===== config.mk =====
export PLATFORM = sky130hd
export DESIGN_NAME = board_ctrl_shifter
export DESIGN_NICKNAME = d
export VERILOG_FILES = /design/src/rtl/board_ctrl_shifter.sv
export SDC_FILE = /design/constraint.sdc
export NUM_CORES = 1
export LEC_CHECK = 0
export BUFFER_PORTS_ARGS = -buffer_cell sky130_fd_sc_hd__buf_2
export CORE_MARGIN = 1.5
export CORE_UTILIZATION = 59
export CTS_CLUSTER_DIAMETER = 120
export DETAILED_ROUTE_END_ITERATION = 7
export GPL_TIMING_DRIVEN = 0
export PLACE_DENSITY = 0.85
export SYNTH_ARGS = -nofsm -noshare
export SYNTH_HDL_FRONTEND = slang
export SYNTH_SLANG_ARGS = --single-unit
export TNS_END_PERCENT = 1

===== constraint.sdc =====
create_clock -name clk -period 3.8 [get_ports clk]
set_input_delay 0.38 -clock clk [delete_from_list [all_inputs] [get_ports clk]]
set_output_delay 0.38 -clock clk [all_outputs]
set_load 0.05 [all_outputs]

===== src/rtl/board_ctrl_shifter.sv =====
module board_ctrl_shifter #(
  parameter int                WORD_W    = 8,
  parameter int                HOLD_CYC  = 150,
  parameter logic [WORD_W-1:0] INIT_WORD = 8'hCC
) (
  input  logic              clk,
  input  logic              rst_n,
  input  logic [WORD_W-1:0] set_mask,
  input  logic [WORD_W-1:0] clr_mask,
  input  logic              update_req,
  input  logic              grant,
  output logic              scl,
  output logic              sda,
  output logic              str,
  output logic              busy
);
  localparam int HW = $clog2(HOLD_CYC + 1);
  localparam int BW = (WORD_W > 1) ? $clog2(WORD_W) : 1;
  localparam logic [HW-1:0] RELOAD = HW'(HOLD_CYC - 1);
  localparam logic [BW-1:0] LASTB  = BW'(WORD_W - 1);

  logic [WORD_W-1:0] shadow, snap;
  logic              pending;
  logic [BW-1:0]     bidx;
  logic [1:0]        sub;
  logic              tail;
  logic [2:0]        tidx;
  logic [HW-1:0]     cnt;

  wire [WORD_W-1:0] shadow_nx = (shadow & ~clr_mask) | set_mask;
  wire start = !busy && pending && grant;
  wire last  = tail && (tidx == 3'd4);

  always_ff @(posedge clk or negedge rst_n) begin
    if (!rst_n) begin
      shadow  <= INIT_WORD;
      pending <= 1'b1;
      busy    <= 1'b0;
      snap    <= '0;
      bidx    <= '0;
      sub     <= 2'd0;
      tail    <= 1'b0;
      tidx    <= 3'd0;
      cnt     <= '0;
      scl     <= 1'b1;
      sda     <= 1'b1;
      str     <= 1'b0;
    end else begin
      shadow <= shadow_nx;
      if (update_req)  pending <= 1'b1;
      else if (start)  pending <= 1'b0;

      if (start) begin
        busy <= 1'b1;
        snap <= shadow;
        bidx <= '0;
        sub  <= 2'd0;
        tail <= 1'b0;
        tidx <= 3'd0;
        cnt  <= RELOAD;
        scl  <= 1'b0;
      end else if (busy) begin
        if (cnt != '0) begin
          cnt <= cnt - 1'b1;
        end else if (last) begin
          busy <= 1'b0;
        end else begin
          cnt <= RELOAD;
          if (!tail) begin
            case (sub)
              2'd0: begin
                sub <= 2'd1;
                sda <= snap[WORD_W-1];
              end
              2'd1: begin
                sub <= 2'd2;
                scl <= 1'b1;
              end
              default: begin
                sub  <= 2'd0;
                snap <= snap << 1;
                if (bidx == LASTB) begin
                  tail <= 1'b1;
                  tidx <= 3'd0;
                  str  <= 1'b1;
                end else begin
                  bidx <= bidx + 1'b1;
                  scl  <= 1'b0;
                end
              end
            endcase
          end else begin
            tidx <= tidx + 3'd1;
            case (tidx)
              3'd0:    str <= 1'b0;
              3'd1:    scl <= 1'b0;
              3'd2:    sda <= 1'b1;
              default: scl <= 1'b1;
            endcase
          end
        end
      end
    end
  end
endmodule


Word level (Yosys, flattened, before mapping):

Cells that the tools add are included.

* bits in registers: 38
* output and inout port bits: 4

* add/sub/neg operators: 3
* equal/unequal tests: 18
* multiplexer cells: 58
* bitwise operators: 6
* reductions and logical operators: 23

Operators with widths (number)
* 2-to-1 mux 8 bit: 10
* 2-to-1 mux 3 bit: 14
* 2-to-1 mux 1 bit: 26
* AND reduction 6 bit: 3
* 2-to-1 mux 2 bit: 5
* inequality test 2 x 1 -> 1 bit, second input constant: 5
* AND reduction 5 bit: 2
* AND 8 bit: 1
* inverter 8 bit: 1
* bitwise OR 8 bit: 1
* nonzero test 2 bit: 4
* nonzero test 8 bit: 1
* subtractor 8 x 1 -> 8 bit, second input constant: 1
* AND reduction 7 bit: 1
* adder 3 x 1 -> 3 bit, second input constant: 2
* equality test 3 bit, second input constant: 2
* inequality test 2 bit, second input constant: 3
* inequality test 3 x 2 -> 1 bit, second input constant: 2
* inequality test 4 x 3 -> 1 bit, second input constant: 1
* case mux 1 bit (2 select lines): 2
* case mux 2 bit (2 select lines): 1
* AND reduction 4 bit: 1
* OR reduction 2 bit: 2
* equality test 3 x 1 -> 1 bit, second input constant: 1
* other kinds (12): 16

Longest topological paths before layout:

* depth after elaboration: 8
* mapped depth: 7
* gate-level depth less buffers: 6

Worst setup path before layout:

Ideal clock, no wire load.

* kind: reg2reg
* start: register busy
* end: register cnt[3]
* arrival: 1.869 ns
* data required time: 3.722 ns
* setup slack: 1.853 ns
* stages on the path, launching flop included: 5
* cell sequence: dfrtp_1 -> inv_1 -> a31o_2 -> or4b_2 -> a21oi_1

* word-level cells in the longest chain between the ends: 5
* elaborated cells between the ends (all ways): 7

RTL lines
* start: declaration: line 15 `output logic busy`
* start signal: assignment: line 38 `busy <= 1'b0;`
* start signal: assignment: line 54 `busy <= 1'b1;`
* start signal: assignment: line 66 `busy <= 1'b0;`
* logical NOT 1 bit: line 31 `wire start = !busy && pending && grant;`
* logical AND 1 bit (2 in series): line 31
* inequality test 3 x 2 -> 1 bit (no line) or nonzero test 2 bit (tied branches)
* AND reduction 2 bit (no line)
* end signal: assignment: line 64 `cnt <= cnt - 1'b1;`
* end: declaration: line 28 `logic [HW-1:0] cnt;`

Parallel ways exist; a longest one is shown, timed or not.
A chain may end at the register's enable or synchronous reset.

Worst setup path in the final report:

* start: register cnt[2]
* end: register tidx[1]

* word-level cells in the longest chain between the ends: 3

RTL lines
* nonzero test 8 bit: line 63 `if (cnt != '0) begin`
* inequality test 2 bit (no line)
* AND reduction 5 bit (no line)
* end signal: assignment: line 93 `tidx <= tidx + 3'd1;`
* end: declaration: line 27 `logic [2:0] tidx;`

Every way passes these cells.

==> metrics.cfg <==
[final_layout]
mostFrequentLayoutCell = dfrtp_1
finalNonFillerCells = 268
final_area_um2 = 2180
ff_latch_area_um2 = 960
n_fill_cell = 259
area_growth_syn_to_layout_pct = 11.8
antennaDiodeCount = 0
final_cell_mix = dfrtp_1, buf_2, nand2_1
multi_input_area_um2 = 892
drive_gt1_share_pct = 19.6
nets = 251
utilization_pct = 70.1

[drt]
ant_nets = 0
firstDrtPassIters = 4
totalWireLength_mm = 3.50
drt_iter0_drc = 61
via_count = 1506
drc = 0
vias_per_cell = 5.62
wl_per_cell_um = 13.1

[logic_synthesis]
synth.largest_area_cell = dfrtp_1
syn-num-nets = 221
ys_warn_count = 0
syn_avg_cell_area_um2 = 10.1
ys_seq_area_share_pct = 49.3
synth_edf_count = 0
postSynth.asyncResetShare_pct = 100
netlist.area_leader.share_pct = 39.9
syn_area_um2 = 1950
synthDistinctLibCells = 45
ys.flop_type = dfrtp_1
synth_seq_cells = 38
syn_inst = 193
yosys-top-cells-area = dfrtp_1, dfstp_2, mux2i_1, ha_1, nand2_1

[sta]
finalClockSkew_ns = 0.00927
max_freq_ghz = 0.468
finalCritPeriodShare_pct = 56.2
layout_min_cycle_time_ns = 2.14
max_slew_margin_pct = 35.6
finalHoldViolCount = 0
maxSlewViolCount = 0
worst_slack_ns = 1.66
rsz0062_at_grt = no
whs_ns = 0.111
tightest_slew_ns = 0.957
setup_tns_ns = 0
setup_viol = 0

[critical_path]
crit_chain = or4_4 > buf_6 > nor3_1 > nand3_1 > a21oi_1
crit_path_end_kind = flop
crit_path_start = cnt[2]
slowest_stage = nor3_1
reg2reg_from = cnt[2]
cp_slowest_stage_delay_ns = 0.57
critical_path_class = flop to flop
r2r-end = tidx[1]
regToRegSetupSlack_ns = 1.66
critPathMaxFanout = 8
crit_path_start_kind = flop
critPathArrivalTime_ns = 2.41
crit_required_ns = 4.08
reg2regPathDepth = 5

[placement]
place_area_um2 = 2120
post-place-ws_ns = 1.73
dp.cells = 260
place.gp.congestion = 0.841
dp_hpwl_mm = 2.53
io_buffers = 23

[power]
vdd_drop_max_uv = 239
power.leakage_nw = 0.973
powerDensity_nw_per_um2 = 305
total_power_uw = 664

[job]
drv_cap = 0

[clock_tree]
cts.clk_slew.worst_paths_ns = 0.12
clock_sinks = 38
cts-root-buf = clkbuf_4
ctsHtreeMaxLevel = 2
cts_resized = 0
clk_path_buf_depth = 2
tritoncts = built
cts_setup_buffers = 0
clock_latency_ns = 0.34
ctsHoldBuffers = 0
cts_buffers = 5

[die]
die-area_um2 = 3650
initial_utilization_pct = 62.7
ios = 24
die_h_um = 60.4
core_area_um2 = 3100
rows = 20
die_w_um = 60.4

[global_routing]
gr-usage-all-layers_pct = 22.7
grt_pass1_vias = 1438
gr-total-overflow = 0
grt_pass1_wl_mm = 6.11
grt_start_max_net_pins = 39
antenna_found_initial = 0

[hold_path]
hold_path.class = input port to asynchronous set/reset pin

[outcome]
status = completed

layout make-up:
type	count	share of cell area (%)
inverter	14	2.42
multi-input combinational	134	41.0
tap	44	2.53
clock buffer	7	2.53
buffer	7	1.90
sequential	38	44.1
clock inverter	1	0.230
timing repair buffer	23	5.29
critical path: cells and delay by family (launching register included):
kind            cells  cell delay [ns]
flops               1             0.48
compound gates      1             0.17
simple gates        3             1.26
buf+inv             1             0.15
state kept, by name, indices dropped and copies added, names as in the netlist:
| register | flops |
|---|---|
| str | 1 |
| snap | 8 |
| cnt | 8 |
| sub | 2 |
| scl | 1 |
| busy | 1 |
| sda | 1 |
| shadow | 8 |
| pending | 1 |
| tidx | 3 |
| bidx | 3 |
| tail | 1 |
cell usage after synthesis (5+ instances only):
| master | n |
|---|---|
| dfrtp_1 | 31 |
| nand2_1 | 22 |
| inv_1 | 14 |
| mux2i_1 | 11 |
| a21oi_1 | 10 |
| nor2_1 | 10 |
| a21o_1 | 9 |
| ha_1 | 8 |
| dfstp_2 | 7 |
| o21ai_1 | 7 |
| nand3_1 | 6 |
| o21ai_0 | 6 |
| clkbuf_1 | 5 |
| nor4_1 | 5 |
per-layer routing:
metal,vias to the layer above,GRT usage [%],share of wire [%]
li1,751,-,-
met4,0,10.6,1.1
met2,47,37.3,48
met1,702,29.1,46
met5,-,0,0
met3,6,4.48,4.7
where the power goes:
| part | internal (mW) | total [mW] | switching, mW |
|---|---|---|---|
| logic | 0.0112 | 0.0238 | 0.0127 |
| registers | 0.412 | 0.416 | 0.00320 |
| clock network | 0.0898 | 0.225 | 0.135 |
kinds of logic (layout without fill, tap and decap cells):
logic type	Yosys count	count (layout)	share of synthesized area, %
buf+inv	21	52	4.82
compound gates	46	46	15.0
xor+xnor	2	2	0.900
fa+ha+maj	8	8	5.14
simple gates	67	67	19.1
flops	38	38	49.3
mux	11	11	5.66
worst max path at each step:
stage / endpoint / cells past startpoint
6_report: tidx[1] / 5
5_1_grt: tidx[0] / 5
4_1_cts: cnt[3] / 6
3_5_place_dp: tidx[0] / 5
3_3_place_gp: tidx[1] / 5
2_1_floorplan: cnt[3] / 4
Power figures use the tool's default switching activity.
